--- src/rtl/lrt_pkg.sv ---
package lrt_pkg;
  typedef enum logic [3:0] {
    RK_LOAD    = 4'd0,
    RK_IFETCH  = 4'd1,
    RK_STORE   = 4'd2,
    RK_RMW_RD  = 4'd3,
    RK_RMW_WR  = 4'd4,
    RK_LL      = 4'd5,
    RK_SC      = 4'd6,
    RK_LRMW_RD = 4'd7,
    RK_LRMW_WR = 4'd8,
    RK_FLUSH   = 4'd9
  } req_kind_e;

  typedef enum logic [1:0] {
    ST_ISSUED = 2'd0,
    ST_FULL   = 2'd1,
    ST_ALIAS  = 2'd2
  } req_stat_e;

  // everything except load and ifetch goes to the write table
  function automatic logic is_write_kind(input logic [3:0] k);
    return k >= 4'd2;
  endfunction
endpackage

--- src/rtl/line_table.sv ---
module line_table #(
  parameter int DEPTH  = 4,
  parameter int ADDR_W = 32,
  parameter int TS_W   = 12,
  parameter int THRESH = 1000,
  localparam int IDX_W = (DEPTH > 1) ? $clog2(DEPTH) : 1,
  localparam int CNT_W = $clog2(DEPTH + 1)
) (
  input  logic              clk_i,
  input  logic              rst_ni,
  input  logic [ADDR_W-1:0] look_line_i,
  output logic              look_hit_o,
  output logic              full_o,
  output logic [CNT_W-1:0]  used_o,
  input  logic              ins_i,
  input  logic [ADDR_W-1:0] ins_line_i,
  input  logic [3:0]        ins_kind_i,
  input  logic [TS_W-1:0]   ins_ts_i,
  input  logic              del_req_i,
  input  logic [ADDR_W-1:0] del_line_i,
  output logic              del_hit_o,
  output logic [3:0]        del_kind_o,
  input  logic [TS_W-1:0]   now_i,
  output logic              aged_o
);
  logic [DEPTH-1:0]              vld_q;
  logic [DEPTH-1:0][ADDR_W-1:0]  line_q;
  logic [DEPTH-1:0][3:0]         kind_q;
  logic [DEPTH-1:0][TS_W-1:0]    ts_q;
  logic [DEPTH-1:0]              look_m, del_m, old_m;
  logic [IDX_W-1:0]              free_idx;

  for (genvar g = 0; g < DEPTH; g++) begin : g_cmp
    logic [TS_W-1:0] age;
    assign age       = now_i - ts_q[g];
    assign look_m[g] = vld_q[g] && (line_q[g] == look_line_i);
    assign del_m[g]  = vld_q[g] && (line_q[g] == del_line_i);
    assign old_m[g]  = vld_q[g] && (age >= TS_W'(THRESH));
  end

  assign look_hit_o = |look_m;
  assign del_hit_o  = del_req_i && (|del_m);
  assign aged_o     = |old_m;
  assign full_o     = &vld_q;

  always_comb begin
    free_idx   = '0;
    del_kind_o = '0;
    used_o     = '0;
    for (int i = DEPTH - 1; i >= 0; i--) begin
      if (!vld_q[i]) free_idx = IDX_W'(i);
    end
    for (int i = 0; i < DEPTH; i++) begin
      if (del_m[i]) del_kind_o = kind_q[i];
      used_o = used_o + CNT_W'(vld_q[i]);
    end
  end

  always_ff @(posedge clk_i or negedge rst_ni) begin
    if (!rst_ni) begin
      vld_q  <= '0;
      line_q <= '0;
      kind_q <= '0;
      ts_q   <= '0;
    end else begin
      for (int i = 0; i < DEPTH; i++) begin
        if (del_req_i && del_m[i]) vld_q[i] <= 1'b0;
        if (ins_i && (free_idx == IDX_W'(i))) begin
          vld_q[i]  <= 1'b1;
          line_q[i] <= ins_line_i;
          kind_q[i] <= ins_kind_i;
          ts_q[i]   <= ins_ts_i;
        end
      end
    end
  end

  a_r2_no_insert_when_full: assert property (@(posedge clk_i) disable iff (!rst_ni)
    ins_i |-> !full_o);
  a_r4_unique_line: assert property (@(posedge clk_i) disable iff (!rst_ni)
    $countones(look_m) <= 1);
  a_r8_single_delete: assert property (@(posedge clk_i) disable iff (!rst_ni)
    $onehot0(del_m));
endmodule

--- src/rtl/dl_watch.sv ---
module dl_watch #(
  parameter int THRESH = 1000,
  parameter int TS_W   = 12,
  localparam int TMR_W = $clog2(THRESH)
) (
  input  logic            clk_i,
  input  logic            rst_ni,
  input  logic            start_i,
  input  logic            busy_i,
  input  logic            aged_i,
  output logic [TS_W-1:0] now_o,
  output logic            deadlock_o
);
  logic [TS_W-1:0]  now_q;
  logic [TMR_W-1:0] tmr_q;
  logic             arm_q, dl_q, fire;

  assign fire       = arm_q && (tmr_q == TMR_W'(THRESH - 1));
  assign now_o      = now_q;
  assign deadlock_o = dl_q;

  always_ff @(posedge clk_i or negedge rst_ni) begin
    if (!rst_ni) begin
      now_q <= '0;
      tmr_q <= '0;
      arm_q <= 1'b0;
      dl_q  <= 1'b0;
    end else begin
      now_q <= now_q + 1'b1;
      if (fire) begin
        tmr_q <= '0;
        arm_q <= busy_i;
        if (aged_i) dl_q <= 1'b1;
      end else if (arm_q) begin
        tmr_q <= tmr_q + 1'b1;
      end else if (start_i) begin
        tmr_q <= '0;
        arm_q <= 1'b1;
      end
    end
  end

  a_r10_flag_sticky: assert property (@(posedge clk_i) disable iff (!rst_ni)
    dl_q |=> dl_q);
  a_r10_flag_on_check: assert property (@(posedge clk_i) disable iff (!rst_ni)
    $rose(dl_q) |-> $past(fire));
endmodule

--- src/rtl/alias_stats.sv ---
module alias_stats #(
  parameter int NUM    = 4,
  parameter int STAT_W = 8
) (
  input  logic                        clk_i,
  input  logic                        rst_ni,
  input  logic [NUM-1:0]              inc_i,
  output logic [NUM-1:0][STAT_W-1:0]  cnt_o
);
  for (genvar g = 0; g < NUM; g++) begin : g_cnt
    logic [STAT_W-1:0] c_q;
    always_ff @(posedge clk_i or negedge rst_ni) begin
      if (!rst_ni)                  c_q <= '0;
      else if (inc_i[g] && ~&c_q)   c_q <= c_q + 1'b1;
    end
    assign cnt_o[g] = c_q;

    a_r7_saturate: assert property (@(posedge clk_i) disable iff (!rst_ni)
      (&c_q) |=> (&c_q));
  end
endmodule

--- src/rtl/line_req_tracker.sv ---
module line_req_tracker
  import lrt_pkg::*;
#(
  parameter int ADDR_W     = 32,
  parameter int LINE_BYTES = 64,
  parameter int RD_DEPTH   = 4,
  parameter int WR_DEPTH   = 4,
  parameter int MAX_OUT    = 6,
  parameter int DL_THRESH  = 1000,
  parameter int STAT_W     = 8,
  localparam int OFF_W     = $clog2(LINE_BYTES),
  localparam int OUT_W     = $clog2(RD_DEPTH + WR_DEPTH + 1),
  localparam int TS_W      = $clog2(DL_THRESH) + 2
) (
  input  logic              clk_i,
  input  logic              rst_ni,
  input  logic              req_valid_i,
  input  logic [ADDR_W-1:0] req_addr_i,
  input  logic [3:0]        req_type_i,
  output logic              req_accept_o,
  output logic [1:0]        req_status_o,
  input  logic              cpl_valid_i,
  input  logic [ADDR_W-1:0] cpl_addr_i,
  input  logic              cpl_is_wr_i,
  output logic              cpl_err_o,
  output logic [OUT_W-1:0]  outstanding_o,
  output logic [STAT_W-1:0] cnt_st_ld_o,
  output logic [STAT_W-1:0] cnt_st_st_o,
  output logic [STAT_W-1:0] cnt_ld_ld_o,
  output logic [STAT_W-1:0] cnt_ld_st_o,
  output logic              deadlock_o
);
  localparam logic [ADDR_W-1:0] LINE_MASK = ~ADDR_W'(LINE_BYTES - 1);
  localparam int RD_CW = $clog2(RD_DEPTH + 1);
  localparam int WR_CW = $clog2(WR_DEPTH + 1);

  logic [ADDR_W-1:0] req_line, cpl_line;
  logic              wr_kind, rd_hit, wr_hit, rd_full, wr_full;
  logic              rd_aged, wr_aged, rd_del_hit, wr_del_hit;
  logic [3:0]        rd_del_kind, wr_del_kind, cpl_kind;
  logic [RD_CW-1:0]  rd_used;
  logic [WR_CW-1:0]  wr_used;
  logic [TS_W-1:0]   now;
  logic              full_c, lock_c, cross_c, same_c, accept, cpl_hit;
  req_stat_e         status;
  logic [OUT_W-1:0]  out_q;
  logic              lock_vld_q;
  logic [ADDR_W-1:0] lock_line_q;
  logic [3:0]        alias_inc;
  logic [3:0][STAT_W-1:0] alias_cnt;

  // line granularity
  assign req_line = req_addr_i & LINE_MASK;
  assign cpl_line = cpl_addr_i & LINE_MASK;
  assign wr_kind  = is_write_kind(req_type_i);

  line_table #(.DEPTH(RD_DEPTH), .ADDR_W(ADDR_W), .TS_W(TS_W), .THRESH(DL_THRESH)) u_rd_tbl (
    .clk_i, .rst_ni,
    .look_line_i(req_line), .look_hit_o(rd_hit), .full_o(rd_full), .used_o(rd_used),
    .ins_i(accept && !wr_kind), .ins_line_i(req_line), .ins_kind_i(req_type_i), .ins_ts_i(now),
    .del_req_i(cpl_valid_i && !cpl_is_wr_i), .del_line_i(cpl_line),
    .del_hit_o(rd_del_hit), .del_kind_o(rd_del_kind),
    .now_i(now), .aged_o(rd_aged)
  );

  line_table #(.DEPTH(WR_DEPTH), .ADDR_W(ADDR_W), .TS_W(TS_W), .THRESH(DL_THRESH)) u_wr_tbl (
    .clk_i, .rst_ni,
    .look_line_i(req_line), .look_hit_o(wr_hit), .full_o(wr_full), .used_o(wr_used),
    .ins_i(accept && wr_kind), .ins_line_i(req_line), .ins_kind_i(req_type_i), .ins_ts_i(now),
    .del_req_i(cpl_valid_i && cpl_is_wr_i), .del_line_i(cpl_line),
    .del_hit_o(wr_del_hit), .del_kind_o(wr_del_kind),
    .now_i(now), .aged_o(wr_aged)
  );

  // refusal priority full > lock > cross alias > own alias
  always_comb begin
    full_c  = (out_q >= OUT_W'(MAX_OUT)) || (wr_kind ? wr_full : rd_full);
    lock_c  = lock_vld_q && (lock_line_q == req_line) && (req_type_i != RK_LRMW_WR);
    cross_c = wr_kind ? rd_hit : wr_hit;
    same_c  = wr_kind ? wr_hit : rd_hit;
    if (full_c)                           status = ST_FULL;
    else if (lock_c || cross_c || same_c) status = ST_ALIAS;
    else                                  status = ST_ISSUED;
  end

  assign accept       = req_valid_i && (status == ST_ISSUED);
  assign req_accept_o = accept;
  assign req_status_o = req_valid_i ? status : ST_ISSUED;

  // alias events, counted only past the full and lock checks
  always_comb begin
    logic counted;
    counted      = req_valid_i && !full_c && !lock_c;
    alias_inc[0] = counted &&  wr_kind && rd_hit;
    alias_inc[1] = counted &&  wr_kind && !rd_hit && wr_hit;
    alias_inc[2] = counted && !wr_kind && !wr_hit && rd_hit;
    alias_inc[3] = counted && !wr_kind && wr_hit;
  end

  alias_stats #(.NUM(4), .STAT_W(STAT_W)) u_stats (
    .clk_i, .rst_ni, .inc_i(alias_inc), .cnt_o(alias_cnt)
  );
  assign cnt_st_ld_o = alias_cnt[0];
  assign cnt_st_st_o = alias_cnt[1];
  assign cnt_ld_ld_o = alias_cnt[2];
  assign cnt_ld_st_o = alias_cnt[3];

  // completion
  assign cpl_hit   = cpl_is_wr_i ? wr_del_hit : rd_del_hit;
  assign cpl_kind  = cpl_is_wr_i ? wr_del_kind : rd_del_kind;
  assign cpl_err_o = cpl_valid_i && !cpl_hit;

  always_ff @(posedge clk_i or negedge rst_ni) begin
    if (!rst_ni) begin
      out_q       <= '0;
      lock_vld_q  <= 1'b0;
      lock_line_q <= '0;
    end else begin
      out_q <= out_q + OUT_W'(accept) - OUT_W'(cpl_hit);
      if (cpl_hit && cpl_is_wr_i) begin
        if (cpl_kind == RK_LRMW_RD) begin
          lock_vld_q  <= 1'b1;
          lock_line_q <= cpl_line;
        end else if (cpl_kind == RK_LRMW_WR) begin
          lock_vld_q  <= 1'b0;
        end
      end
    end
  end
  assign outstanding_o = out_q;

  dl_watch #(.THRESH(DL_THRESH), .TS_W(TS_W)) u_watch (
    .clk_i, .rst_ni,
    .start_i(accept),
    .busy_i((out_q != '0) || accept),
    .aged_i(rd_aged || wr_aged),
    .now_o(now),
    .deadlock_o(deadlock_o)
  );

  a_r9_count_matches_tables: assert property (@(posedge clk_i) disable iff (!rst_ni)
    out_q == (OUT_W'(rd_used) + OUT_W'(wr_used)));
  a_r2_count_bound: assert property (@(posedge clk_i) disable iff (!rst_ni)
    out_q <= OUT_W'(MAX_OUT));
  a_r3_tables_disjoint: assert property (@(posedge clk_i) disable iff (!rst_ni)
    !(rd_hit && wr_hit));
  a_r5_lock_blocks: assert property (@(posedge clk_i) disable iff (!rst_ni)
    (req_valid_i && lock_vld_q && (lock_line_q == req_line) && (req_type_i != RK_LRMW_WR))
      |-> !req_accept_o);
  a_r8_bad_cpl_no_change: assert property (@(posedge clk_i) disable iff (!rst_ni)
    (cpl_err_o && !req_accept_o) |=> $stable(out_q));
endmodule

--- config.mk ---
export PLATFORM = sky130hd
export DESIGN_NAME = line_req_tracker
export DESIGN_NICKNAME = d
export VERILOG_FILES = /design/src/rtl/lrt_pkg.sv /design/src/rtl/line_table.sv /design/src/rtl/dl_watch.sv /design/src/rtl/alias_stats.sv /design/src/rtl/line_req_tracker.sv
export SDC_FILE = /design/constraint.sdc
export NUM_CORES = 2
export LEC_CHECK = 0
export BUFFER_PORTS_ARGS = -buffer_cell sky130_fd_sc_hd__buf_2
export CELL_PAD_IN_SITES_DETAIL_PLACEMENT = 0
export CELL_PAD_IN_SITES_GLOBAL_PLACEMENT = 1
export CORE_MARGIN = 2
export CORE_UTILIZATION = 35
export DETAILED_ROUTE_END_ITERATION = 16
export GPL_TIMING_DRIVEN = 0
export PLACE_DENSITY = 0.69
export SLEW_MARGIN = 10
export SYNTH_ARGS = -nofsm -noshare
export SYNTH_HDL_FRONTEND = slang
export SYNTH_SLANG_ARGS = --single-unit
export TNS_END_PERCENT = 30
--- constraint.sdc ---
create_clock -name clk_i -period 5.7 [get_ports clk_i]
set_input_delay 0.285 -clock clk_i [delete_from_list [all_inputs] [get_ports clk_i]]
set_output_delay 0.285 -clock clk_i [all_outputs]
set_load 0.05 [all_outputs]
==> impl_results.md <==
* 1st-pass router iterations at 5
* Worst VDD drop at about 260 uV
* Post-Syn Area per Cell at 10.4 um^2
* Num CTS Buffers at 49
* First-pass GRT wire length at 134000 um
* Setup Skew at 0.0366 ns
* Ys async rst share at 1.00
* Fin. max-slew vios at 0
* Top_reg_cell synth: dfrtp_1
* GRT Total Usage at 0.233
* Worst EP required at 6.20 ns
* Number of synthesized register bits at approximately 430
* Top post-synthesis cells by area: dfrtp_1 (40%), mux2_2 (13%), xnor2_1 (11%)
* Core area at around 75000 um^2
* Die height at 279 um
* Final Cycle Share at 0.947
* Design area at 29700 um^2
* Final Hold Viols at 0
* CTS H-Tree Depth at 2
* Slowest stage cell on the critical path: a21oi_1
* Placed inst area at 28000 um^2
* Worst slew margin at 0.0912
* Average routed wire per standard cell at 25.0 um
* Status: finished, final reports clean
* Top-area cell type share of the netlist area at 0.405
* Yosys cell types at 77
* Routed Antenna Nets at 0
* Critical Path Start Type: input port
* Initial Util at 0.354
* DRC Markers at 0
* Number of flops mapped to enable cells by yosys at 0
* Worst slew pin tran at 1.36 ns
* Post-synth top area cell: dfrtp_1
* PortBufs at 48
* Max Fclk at about 190 MHz
* Largest net degree at the start of global routing at 106
* Seq/Total Area, Yosys at 0.405
* YS warnings at 0
* Synthesized net count at 2710
* RSZ-0062 raised after global routing: false
* Worst stage delay on the critical path at 1.03 ns
* Pwr dens at between 400 and 500 nW/um^2
* Worst-case clock buffer depth at 3
* HPWL after DPL at 62500 um
* Nets at 2818
* Worst path arrival time at 5.90 ns
* Max Cap Viol at 0
* I/O Pins at between 100 and 150
* Die Wd at about 280 um
* Worst-Skew Late Latency at roughly 0.63 ns
* Worst min-delay path category: input port to register
* Cts repair resizes at 0
* Highest-count cells in the layout ignoring fill and taps: dfrtp_1 (427), xnor2_1 (334), mux2_2 (301)
* Hold_ws at approximately 0.038 ns
* Total Routed Length at 91100 um
* CTS tree: yes
* Vias in the first global route at roughly 20000
* CP delay by family, top: simple AND/OR/NAND/NOR gates
* Clock-pin slew on the worst setup and hold paths at 0.06 ns
* Minimum clock period at roughly 5.4 ns
* Global route overflow at 0
* Clk root buf: clkbuf_16
* Fraction of layout cells with a size suffix above 1 at 0.200
* Total clock sinks at 427
* Vias at 20300
* Iter 0 DRT Violations at 1945
* Area delta synth->final at 12.5%
* Final setup fails at 0
* Die ar. at 77600 um^2
* Mapped Area at 26400 um^2
* Initial antenna violation count at 6
* Classification of the worst setup path: input port to register
* Buf/Inv on CP at 3
* Cells after synthesis at 2528
* P_leak at 13.1 nW
* GPL Wtd Cong at 0.939
* Vias per inst at 5.57
* Crit. End Element: register
* Commonest non-fill, non-tap cell in the layout: dfrtp_1
* Maximum fanout along the worst path at 9
* Row cnt at 100
* CP Cell Sequence: dlygate4sd3_1, buf_2, nor4b_2, nor4_1, nand4_1, nand3_1, nor3_2, nand2_1, a21oi_1, clkbuf_1, mux2_2
[stage by stage]
| step | power, mW | TNS (ns) | utilization | std cells | setup WS, ns |
|---|---|---|---|---|---|
| final | 12.1 | 0 | 0.398 | 3647 | 0.304 |
| after CTS | 12.1 | 0 | 0.398 | 3645 | 0.256 |
| after floorplan | 7.64 | 0 | - | 2528 | 1.86 |
| after global routing | 12.7 | 0 | 0.398 | 3645 | 0.117 |
| after detailed placement | 8.78 | -0.170 | 0.375 | 3550 | -0.0326 |
| after global placement | 8.64 | -1841.63 | 0.373 | 3545 | -4.39 |
[logic make-up (layout without fill, tap and decap cells)]
kind of cell,after synthesis,count (layout),share of synthesized area
xor gates and xnor gates,524,524,0.174
muxes,308,308,0.131
other,0,2,0
AOI/OAI and AO/OA,305,305,0.0741
adders and majority gates,109,109,0.0542
buffers and inverters,267,415,0.0440
DFF,427,427,0.405
and+or+nand+nor,588,588,0.118
[worst register-to-register path: cells and delay by family, from the launching register on]
kind,cells,cell delay [ns]
multiplexers,1,0.43
AO/OA/AOI/OAI,2,1.51
AND/OR/NAND/NOR,5,1.59
flip-flops,1,0.42
buffers and inverters,2,1.22
[synth_stat cells, types with 10 or more instances]
cell type  count
a21o_1        20
a21oi_1       53
a31oi_1       10
and3_1        16
buf_2         70
clkbuf_1      61
dfrtp_1      427
ha_1         100
inv_1        120
mux2_2       301
nand2_1      144
nand2b_1      13
nand3_1       49
nand4_1      110
nor2_1        84
nor2b_1       23
nor3_1        40
nor4_1        55
o21a_1        15
o21ai_0      118
xnor2_1      334
xor2_1       190
[where the power goes]
part           internal [mW]  switching (mW)  total (mW)
clock network           1.91            1.36        3.27
registers               3.86           0.771        4.63
logic                   1.99            2.19        4.18
[flip-flops by register name, summed over array words and instances, names as in the netlist, 10 cells and up]
name,count
u_wr_tbl.line_q,104
u_watch.tmr_q,10
u_wr_tbl.ts_q,48
u_stats.g_cnt.c_q,32
u_rd_tbl.line_q,104
u_rd_tbl.kind_q,12
u_watch.now_o,12
u_wr_tbl.kind_q,16
u_rd_tbl.ts_q,48
lock_line_q,26
[per-layer routing]
metal / wire (um) / up-vias / GRT usage
met4: 3900 / 2 / 0.0935
met3: 7390 / 199 / 0.0413
met1: 38700 / 10200 / 0.314
li1: - / 9031 / -
met2: 41100 / 835 / 0.370
met5: 13 / - / 0
[timing repair]
item / 4_1_cts / 5_1_grt
setup endpoints to repair: 0 / 0
setup buffers: 0 / 0
endpoints found under the hold margin: 70 / 0
hold buffers: 4 / 0
[worst paths after layout]
| path | start | endpoint | slack [ns] | cells after the start |
|---|---|---|---|---|
| setup / recovery | req_type_i[2] | u_rd_tbl.line_q[26] | 0.30 | 11 |
| hold / removal | cpl_valid_i | u_wr_tbl.vld_q[0] | 0.04 | 3 |
| setup reg to reg | u_rd_tbl.vld_q[1] | u_rd_tbl.line_q[26] | 0.42 | 10 |
| hold reg to reg | u_rd_tbl.kind_q[14] | u_rd_tbl.kind_q[14] | 0.49 | 1 |
| max in group asynchronous | rst_ni | u_wr_tbl.ts_q[26] | 4.44 | 3 |
| min in group asynchronous | rst_ni | lock_line_q[7] | 0.24 | 2 |
[final cells by class]
class | count | area (um^2)
flip-flops and latches | 427 | 10700
diodes | 2 | 5.00
multi-input cells | 1834 | 14600
well taps | 969 | 1210
plain buffers | 147 | 711
fillers | 7258 | 44900
clock inverters | 17 | 193
inverters | 120 | 450
clock buffers | 74 | 1460
repair buffers | 57 | 408
Power figures use the tool's default switching activity.
